$ cat config.mk
export PLATFORM = sky130hd
export DESIGN_NAME = evstat_unit
export DESIGN_NICKNAME = d
export VERILOG_FILES = /design/src/rtl/evstat_unit.sv
export SDC_FILE = /design/constraint.sdc
export NUM_CORES = 1
export LEC_CHECK = 0
export ABC_AREA = 1
export BUFFER_PORTS_ARGS = -buffer_cell sky130_fd_sc_hd__buf_2
export CAP_MARGIN = 40
export CORE_MARGIN = 1.5
export CORE_UTILIZATION = 36
export CTS_CLUSTER_DIAMETER = 120
export DETAILED_ROUTE_END_ITERATION = 8
export PLACE_DENSITY = 0.78
export SETUP_SLACK_MARGIN = 0.2
export SLEW_MARGIN = 20
export SYNTH_ARGS = -nofsm -noshare
export SYNTH_HDL_FRONTEND = slang
export SYNTH_SLANG_ARGS = --single-unit
$ cat constraint.sdc
create_clock -name clk -period 0.8 [get_ports clk]
set_input_delay 0.16 -clock clk [delete_from_list [all_inputs] [get_ports clk]]
set_output_delay 0.16 -clock clk [all_outputs]
set_load 0.02 [all_outputs]
$ cat src/rtl/evstat_unit.sv
module evstat_unit (
  input  logic       clk,
  input  logic       rst_n,
  input  logic       opc_stb,
  input  logic       qerr_stb,
  input  logic       dderr_stb,
  input  logic       exerr_stb,
  input  logic       cmderr_stb,
  input  logic       usr_stb,
  input  logic       rdclr_stb,
  output logic [7:0] esr_value,
  input  logic       mask_we,
  input  logic [7:0] mask_wdata,
  output logic [7:0] mask_value,
  output logic       summary,
  output logic       errq_push,
  output logic [1:0] errq_kind
);
  localparam logic [7:0] PWRUP_VAL = 8'h80;

  logic [7:0] ev_q, mask_q, ev_set, ev_d;
  logic       push_q;
  logic [1:0] kind_q;

  assign ev_set = {1'b0, usr_stb, cmderr_stb, exerr_stb, dderr_stb, qerr_stb, 1'b0, opc_stb};
  assign ev_d   = (rdclr_stb ? 8'h00 : ev_q) | ev_set;

  always_ff @(posedge clk) begin
    if (!rst_n) begin
      ev_q   <= PWRUP_VAL;
      mask_q <= 8'h00;
      push_q <= 1'b0;
      kind_q <= 2'b00;
    end else begin
      ev_q   <= ev_d;
      if (mask_we) mask_q <= mask_wdata;
      push_q <= qerr_stb | dderr_stb;
      kind_q <= {dderr_stb, qerr_stb};
    end
  end

  assign esr_value  = ev_q;
  assign mask_value = mask_q;
  assign summary    = |(ev_q & mask_q);
  assign errq_push  = push_q;
  assign errq_kind  = kind_q;
endmodule


==> results.txt, run 1 <==
----------------------------------------------------
[Placement]
  Area of placed instances ... 940 um^2
  Final weighted congestion in routability-driven placement ... 0.785
  DP Cell Count ... 144
  Total of buffers placed on input and output ports ... 36
  HPWL after detailed placement ... 1280 um

[Timing]
  Hold Violations, Final ... 0
  Unrepaired setup endpoints after global routing ... yes
  Final critical-path setup slack ... -0.462 ns
  Final worst hold slack ... 0.0722 ns
  Maximum operating frequency ... 793 MHz
  Setup Total Neg Slack ... -4.85 ns
  Final number of max-transition violations ... 0
  Final setup violation count ... 23
  Period utilization ... 158%
  Min Clock Period, post-route ... 1.26 ns
  Setup skew after layout ... 0 ns

[Clock tree]
  Max Root-Sink Buffers ... 2
  Sinks on Clock Net ... 18
  TritonCTS clock tree ... done
  Clock transition time at the flip-flop clock pins of the worst setup and hold paths ... 0.11 ns
  Clk_lat worst skew ... 0.30 ns
  Clock buffers created by TritonCTS ... 3
  Clock root buffer master ... clkbuf_4
  Maximum level of the CTS H-tree ... 1

[Routing]
  Number of remaining DRC errors ... 4
  ANT nets after route ... 0
  Length of the first detailed-routing pass in iterations ... 6
  Average wire per cell in the routed design ... 14.9 um
  Iteration-0 DRC count of the detailed router ... 13
  Final routed wirelength across all metal layers ... 2330 um
  Vias post-DR ... 765
  Via density per instance ... 4.90

[Die]
  Area of the core ... 0.00156 mm^2
  Site row count ... 14
  Die Footprint ... 0.00200 mm^2
  DIE HEIGHT ... 44.7 um
  Horiz. Die Dim ... 44.7 um
  Effective utilization at floorplan ... 40.1%
  # IOs ... 38

[Synth]
  Biggest area consumer among synthesized cells ... dfxtp_1
  Cell with the most instances after synthesis ... nor2_1
  Share of Yosys cell area claimed by the top area cell type ... 57.6%
  Post-synthesis instance area ... 626 um^2
  Netlist cell types ... 11
  Complex-gate fraction of the synthesized area ... 9.60%
  Synth Register Bits ... 18
  Post-synth top flop ... dfxtp_1
  Dominant combinational cell family by area after synthesis ... simple AND/OR/NAND/NOR gates
  Area share of fa/ha/maj cells after synthesis ... 0%
  Simple-gate area share of the yosys netlist ... 25.6%
  Share of synthesized area spent on multiplexers ... 0%
  EDFF count, synth ... 0
  Cells taking the most area after synthesis ... dfxtp_1 58%, nor2_1 13%, nand2_1 11%
  Ys Warns ... 0
  Syn_nets ... 99
  Post-synthesis area per instance ... 7.72 um^2
  Xor and xnor area share after synthesis ... 0%
  Synth async-reset ratio ... 0%
  Number of standard cells after synthesis ... 81
  Synth cell count leaders ... 22 x nor2_1, 18 x dfxtp_1, 18 x nand2_1
  Sequential fraction of the synthesis area ... 57.6%

[Worst setup path]
  CP max stage delay ... 0.35 ns
  Arr. time, crit path ... 1.10 ns
  Class of the most critical setup path ... flop to output pin
  Sequence of cells on the critical path ... nand2_2, nand2_2, nor2_4, nand2_2, buf_6
  Highest fanout seen on the critical path ... 2
  Crit path launch type ... flop
  Critical path endpoint category ... output pin
  Most common cell type on the critical path ... nand2_2
  Data required time at the worst endpoint ... 0.64 ns
  Critical-path cell with the highest stage delay ... dfxtp_2

[GRT]
  Aggregate global routing overflow ... 0
  Vias in the first global route ... 675
  Antenna violations before repair ... 0
  Wire length of the first global-routing pass ... 2880 um
  Maximum number of pins on one net before global-route repair ... 15
  Total global routing track utilization ... 20.6%

[Status]
  Result of the run ... finished with violations
  Violations in the final reports ... DRC, setup timing

[Layout]
  Final #Nets ... 159
  Post-route non-filler standard cell count ... 156
  N_diodes ... 0
  Area Growth Syn to Fin ... 105%
  Number of inserted filler cells in the final layout ... 93
  Fraction of final layout cells sized beyond drive strength 1 ... 71.4%
  Final Cell Area ... 0.00128 mm^2

[Pwr]
  Sum of internal, switching and leakage power ... 2.22 mW
  Leakage power summed over all cells ... 0.656 nW
  Power per cell area ... 1730 mW/mm^2
  IR drop worst, VDD ... 1.09 mV

[Run]
  Number of max-capacitance violations reported ... 0

[Hold path]
  Path category of the worst min-delay check ... input pin to flop

----------------------------------------------------
power breakdown:
group          internal, mW  total, mW  switching, mW
clock network         0.278      0.573          0.295
registers             0.969       1.01         0.0444
logic                 0.333      0.632          0.299
repair_timing:
| item | in CTS | in global routing |
|---|---|---|
| pin swaps | 3 | 10 |
| endpoints found under the hold margin | 0 | 0 |
| endpoints found under the setup margin | 33 | 34 |
| buffers inserted | 1 | 7 |
| resized for setup | 55 | 22 |
| hold buffers | 0 | 0 |
state kept, by name, indices dropped and copies added, names as in the netlist:
register and count:
errq_push 1, mask_value 8, esr_value 7, errq_kind 2
stage by stage:
step | util [%] | setup WS, ns
2_1_floorplan | - | -0.0248
3_3_place_gp | 60.3 | -0.105
3_5_place_dp | 60.3 | -0.123
4_1_cts | 74.0 | -0.422
5_1_grt | 82.3 | -0.494
6_report | 82.3 | -0.462
worst max-delay path: cells and delay by family, from the launching register on:
kind          cells  cell delay [ns]
flops             1             0.35
simple gates      4             0.32
buf+inv           1             0.13
cell type report:
class | count | area [um^2] | area share (%)
clock buffers | 4 | 36.3 | 2.83
inverters | 6 | 22.5 | 1.76
multi-input cells | 55 | 294 | 22.9
flip-flops and latches | 18 | 385 | 30.0
well taps | 16 | 20.0 | 1.56
repair buffers | 57 | 524 | 40.9
cells by family after synthesis:
group,after synthesis
and+or+nand+nor,42
DFF,18
other,1
buffers and inverters,8
AOI/OAI and AO/OA,12
metal layers:
metal | vias to the layer above | share of wire (%) | GRT usage, %
li1 | 369 | - | -
met1 | 361 | 38 | 23.5
met2 | 29 | 54 | 35.9
met3 | 6 | 5.7 | 3.67
met4 | 0 | 2.2 | 10.9
met5 | - | 0 | 0
worst paths after layout:
path                                    start             to  slack [ns]  cells after the start
worst min-delay path                  usr_stb   esr_value[6]        0.07                      3
worst max-delay path            mask_value[7]        summary       -0.46                      5
worst min register to register  mask_value[1]  mask_value[1]        0.51                      2
worst max register to register   esr_value[4]   esr_value[4]       -0.14                      5
cells in the final DEF, fill, tap and decap left out, drive strengths merged:
master and n:
a21oi 4, buf 57, clkbuf 4, conb 1, dfxtp 18, inv 6, nand2 18, nand3 2
nor2 22, o21ai 8
Note: power is estimated with default switching activity, not from simulation.
==> run 2, diff against run 1 <==
Settings changed: CTS_BUF_LIST set to sky130_fd_sc_hd__clkbuf_16.
Clock period 0.8 ns to 1 ns, I/O delays scaled along.
==> results.txt, run 2 (synthesis gave the netlist of run 1 again) <==
----------------------------------------------------
[Clock tree]
  Clock transition time at the flip-flop clock pins of the worst setup and hold paths ... 0.05 ns
  Clock root buffer master ... clkbuf_16
  Max Root-Sink Buffers ... 2
  Clock buffers created by TritonCTS ... 3
  Maximum level of the CTS H-tree ... 1
  TritonCTS clock tree ... done
  Clk_lat worst skew ... 0.25 ns
  Sinks on Clock Net ... 18

[Layout]
  Total area of multi-input combinational cells ... 236 um^2
  Largest register FFs ... 8
  Fraction of final layout cells sized beyond drive strength 1 ... 54.8%
  Final #Nets ... 143
  Commonest non-fill, non-tap cells in the layout ... 22 x buf_6, 20 x nor2_1, 17 x dfxtp_2, 17 x buf_2, 15 x nand2_1
  Area Growth Syn to Fin ... 74.4%
  N_diodes ... 0
  Commonest non-fill, non-tap cell in the layout ... buf_6
  Area taken by flip-flops and latches ... 385 um^2
  Number of inserted filler cells in the final layout ... 122

[GRT]
  Maximum number of pins on one net before global-route repair ... 15
  Antenna violations before repair ... 0
  Vias in the first global route ... 629
  Total global routing track utilization ... 20.3%
  Aggregate global routing overflow ... 0
  Wire length of the first global-routing pass ... 2800 um

[Routing]
  Number of remaining DRC errors ... 3
  Iteration-0 DRC count of the detailed router ... 13
  Via density per instance ... 4.96
  Average wire per cell in the routed design ... 12.9 um
  ANT nets after route ... 0
  Vias post-DR ... 694
  Final routed wirelength across all metal layers ... 1810 um
  Length of the first detailed-routing pass in iterations ... 6

[Worst setup path]
  Crit path launch type ... flop
  Arr. time, crit path ... 1.03 ns
  CP max stage delay ... 0.33 ns
  Class of the most critical setup path ... flop to output pin
  CP bufs+invs ... 1
  Sequence of cells on the critical path ... nand2_1, nand2_1, nor2_2, nand2_2, buf_6
  Cell family with the largest share of critical-path delay ... flip-flops
  Data required time at the worst endpoint ... 0.80 ns
  Most common cell type on the critical path ... nand2_1
  Critical-path cell with the highest stage delay ... dfxtp_2
  Highest fanout seen on the critical path ... 3
  Critical path endpoint category ... output pin

[Placement]
  Final weighted congestion in routability-driven placement ... 0.766
  HPWL after detailed placement ... 1050 um
  Total of buffers placed on input and output ports ... 36

[Timing]
  Period utilization ... 123%
  Final number of max-transition violations ... 0
  Min Clock Period, post-route ... 1.23 ns
  Setup skew after layout ... 0 ns
  Maximum operating frequency ... 813 MHz
  Final setup violation count ... 5
  Hold Violations, Final ... 0
  Unrepaired setup endpoints after global routing ... yes
  Setup Total Neg Slack ... -0.304 ns
  Final worst hold slack ... 0.152 ns
  Final critical-path setup slack ... -0.229 ns

[Hold path]
  Path category of the worst min-delay check ... input pin to flop

[Pwr]
  Power per cell area ... 1820 mW/mm^2
  Sw Pwr ... 500 uW
  Share of total power in the clock network ... 41.0%
  Leakage power summed over all cells ... 0.567 nW
  IR drop worst, VDD ... 1.38 mV
  Fraction of power spent switching nets ... 25.2%
  Relative contribution of combinational cells to total power ... 17.9%
  Sequential group share of total power ... 41.2%
  Total internal power ... 1.49 mW

[Die]
  DIE HEIGHT ... 44.7 um
  Area of the core ... 0.00156 mm^2
  Site row count ... 14
  Die Footprint ... 0.00200 mm^2
  # IOs ... 38
  Horiz. Die Dim ... 44.7 um
  Effective utilization at floorplan ... 40.1%

[Run]
  Number of max-capacitance violations reported ... 0

[Status]
  Result of the run ... finished with violations
  Violations in the final reports ... DRC, setup timing

----------------------------------------------------
run 2: cell count changes in the layout (fill, tap and decap cells not counted), moves of 4 or more:
cell     delta
nand2_2     -4
nand2_1     +4
o21ai_2     -6
a21oi_1     +4
a21oi_2     -4
o21ai_0     +8
buf_6      -15
run 2: power by group through the flow:
stage	sequential [mW]	clock, mW	combinational [mW]
2_1_floorplan	0.879	0	0.0898
3_3_place_gp	0.817	0	0.249
3_5_place_dp	0.819	0	0.251
4_1_cts	0.814	0.799	0.323
5_1_grt	0.824	0.851	0.383
6_report	0.817	0.813	0.355
run 2: metrics by stage:
step	instance area, um^2	setup WS [ns]	total power, mW	util (%)	instances
3_3_place_gp	830	0.0606	1.07	53.2	131
5_1_grt	1090	-0.290	2.06	70.0	140
3_5_place_dp	830	0.0518	1.07	53.2	131
2_1_floorplan	648	0.135	0.969	-	81
6_report	1090	-0.229	1.99	70.0	140
4_1_cts	1040	-0.190	1.94	66.5	138
run 2: tightest hold or removal path, cell delays in order:
cell and delay, ns:
buf_2 0.07, a21oi_1 0.03, nor2_1 0.07
run 2: timing repair:
item / 4_1_cts / 5_1_grt
hold buffers: 0 / 0
endpoints found under the hold margin: 0 / 0
resized for setup: 37 / 12
setup endpoints to repair: 19 / 19
setup buffers: 3 / 2
cloned: 0 / 0
pin swaps: 1 / 1
run 2: layout make-up:
cell class | count | share of cell area, %
tap | 16 | 1.83
clock buffer | 3 | 6.88
clock inverter | 1 | 0.344
sequential | 18 | 35.3
multi-input combinational | 55 | 21.7
timing repair buffer | 41 | 31.9
inverter | 6 | 2.06
run 2: worst paths after layout:
| path | slack [ns] | cells after the start | to | startpoint |
|---|---|---|---|---|
| setup reg to reg | 0.25 | 3 | esr_value[0] | esr_value[0] |
| hold reg to reg | 0.47 | 2 | esr_value[7] | esr_value[7] |
| setup / recovery | -0.23 | 5 | summary | esr_value[7] |
| hold / removal | 0.15 | 3 | esr_value[4] | exerr_stb |
run 2: layer usage:
metal / vias to the layer above / share of wire [%] / global-route usage [%]
met5: - / 0 / 0
met4: 0 / 1.9 / 10.9
met3: 5 / 6.4 / 3.67
met2: 38 / 55 / 35.4
met1: 312 / 37 / 23.1
li1: 339 / - / -
==> run 3, diff against run 2 <==
Settings changed: CELL_PAD_IN_SITES_DETAIL_PLACEMENT set to 1, CELL_PAD_IN_SITES_GLOBAL_PLACEMENT set to 1, CORE_UTILIZATION 36 to 24, PLACE_DENSITY 0.78 to 0.77.
==> results.txt, run 3 (synthesis gave the netlist of run 1 again) <==
----------------------------------------------------
[Worst setup path]
  Cell family with the largest share of critical-path delay ... flip-flops
  Depth of the worst register-to-register path ... 3
  Critical-path cell with the highest stage delay ... dfxtp_4
  Capture point of the critical path ... summary
  Critical path launch point ... esr_value[0]
  FF-to-FF End ... mask_value[7]
  Sequence of cells on the critical path ... nand2_2, nand2_2, nor2_4, nand2_2, buf_6
  Class of the most critical setup path ... flop to output pin
  Highest fanout seen on the critical path ... 3
  CP max stage delay ... 0.34 ns
  Crit path launch type ... flop
  Arr. time, crit path ... 0.99 ns
  Data required time at the worst endpoint ... 0.80 ns
  CP bufs+invs ... 1
  Source of the worst register-to-register timing path ... mask_value[7]
  Critical path endpoint category ... output pin
  Cell depth of the worst setup path ... 5
  Setup slack of the most critical reg-to-reg path ... 0.25 ns
  Most common cell type on the critical path ... nand2_2

[Routing]
  Final routed wirelength across all metal layers ... 1900 um
  ANT nets after route ... 0
  Number of remaining DRC errors ... 0
  Average wire per cell in the routed design ... 12.1 um
  Iteration-0 DRC count of the detailed router ... 9
  Length of the first detailed-routing pass in iterations ... 3
  Via density per instance ... 4.44
  Vias post-DR ... 692

[Clock tree]
  TritonCTS clock tree ... done
  Sinks on Clock Net ... 18
  Clk_lat worst skew ... 0.25 ns
  Clock buffers created by TritonCTS ... 3
  Clock transition time at the flip-flop clock pins of the worst setup and hold paths ... 0.05 ns
  Hold buffers post-CTS ... 0
  Max Root-Sink Buffers ... 2
  Clock root buffer master ... clkbuf_16
  Maximum level of the CTS H-tree ... 1

[Layout]
  N_diodes ... 0
  Area Growth Syn to Fin ... 83.0%
  Commonest non-fill, non-tap cell in the layout ... buf_6
  Post-route non-filler standard cell count ... 156
  Final #Nets ... 145
  Final Cell Area ... 0.00114 mm^2
  Fraction of final layout cells sized beyond drive strength 1 ... 57.9%
  Largest register FFs ... 8
  Commonest non-fill, non-tap cells in the layout ... 25 x buf_6, 20 x nor2_1, 18 x buf_2

[Timing]
  Final worst hold slack ... 0.168 ns
  Final number of max-transition violations ... 0
  Maximum operating frequency ... 837 MHz
  Unrepaired setup endpoints after global routing ... yes
  Min Clock Period, post-route ... 1.19 ns
  Final critical-path setup slack ... -0.194 ns
  Period utilization ... 119%
  Setup skew after layout ... 0 ns
  Final setup violation count ... 4
  Hold Violations, Final ... 0

[GRT]
  Total global routing track utilization ... 14.7%
  Maximum number of pins on one net before global-route repair ... 15
  Wire length of the first global-routing pass ... 3020 um
  Antenna violations before repair ... 0
  Vias in the first global route ... 676
  Aggregate global routing overflow ... 0

[Die]
  DIE HEIGHT ... 54.1 um
  Site row count ... 18
  Horiz. Die Dim ... 54.1 um
  # IOs ... 38
  Area of the core ... 0.00248 mm^2
  Effective utilization at floorplan ... 25.3%
  Die Footprint ... 0.00292 mm^2

[Pwr]
  Power per cell area ... 1740 mW/mm^2
  IR drop worst, VDD ... 0.878 mV
  Leakage power summed over all cells ... 0.583 nW

[Placement]
  HPWL after detailed placement ... 1290 um
  Final weighted congestion in routability-driven placement ... 0.700
  Area of placed instances ... 847 um^2
  Post-placement setup slack ... 0.0382 ns
  DP Cell Count ... 145
  Total of buffers placed on input and output ports ... 36

[Run]
  Number of max-capacitance violations reported ... 0

[Hold path]
  Path category of the worst min-delay check ... input pin to flop

[Status]
  Result of the run ... finished with violations
  Violations in the final reports ... setup timing

----------------------------------------------------
run 3: worst min-delay path by stage:
stage             startpoint       endpoint  slack, ns  depth (start not counted)
2_1_floorplan        opc_stb   esr_value[0]       0.32                          2
3_3_place_gp      cmderr_stb   esr_value[5]       0.41                          3
4_1_cts              usr_stb   esr_value[6]       0.16                          3
6_report             usr_stb   esr_value[6]       0.17                          3
5_1_grt        mask_wdata[1]  mask_value[1]       0.19                          3
3_5_place_dp         usr_stb   esr_value[6]       0.41                          3
run 3: repair_timing:
item / CTS / global route
pin swaps: 7 / 5
gates resized for setup: 41 / 15
buffers inserted: 5 / 2
endpoints found under the setup margin: 19 / 20
endpoints found under the hold margin: 0 / 0
run 3: metal layers:
metal	routed length (um)	global-route usage, %
met5	0	0
met3	143	5.56
met4	23	6.25
met2	908	24.0
met1	819	17.2
run 3: metrics by stage:
step                      util, %  TNS [ns]  power, mW
after floorplan                 -         0      0.969
after global placement       34.2         0       1.07
after detailed placement     34.2         0       1.08
after CTS                    43.7    -0.263       1.98
after global routing         46.2    -0.388       2.08
final                        46.2    -0.204       2.00
run 3: tightest hold or removal path, delay by kind of cell:
kind                   cells  cell delay [ns]
buffers and inverters      1             0.08
and+or+nand+nor            1             0.07
AOI/OAI and AO/OA          1             0.03
run 3: layout make-up:
class | instances | area [um^2]
Clock buffer | 3 | 75.1
Clock inverter | 1 | 3.75
Fill cell | 311 | 1330
Inverter | 6 | 22.5
Multi-Input combinational cell | 55 | 249
Sequential cell | 18 | 385
Tap cell | 30 | 37.5
Timing Repair Buffer | 43 | 372
run 3: report_power, final:
part | total [mW] | internal [mW] | leakage [nW] | switching, mW
clock network | 0.801 | 0.532 | 0.0385 | 0.270
logic | 0.378 | 0.191 | 0.389 | 0.186
registers | 0.817 | 0.777 | 0.155 | 0.0395
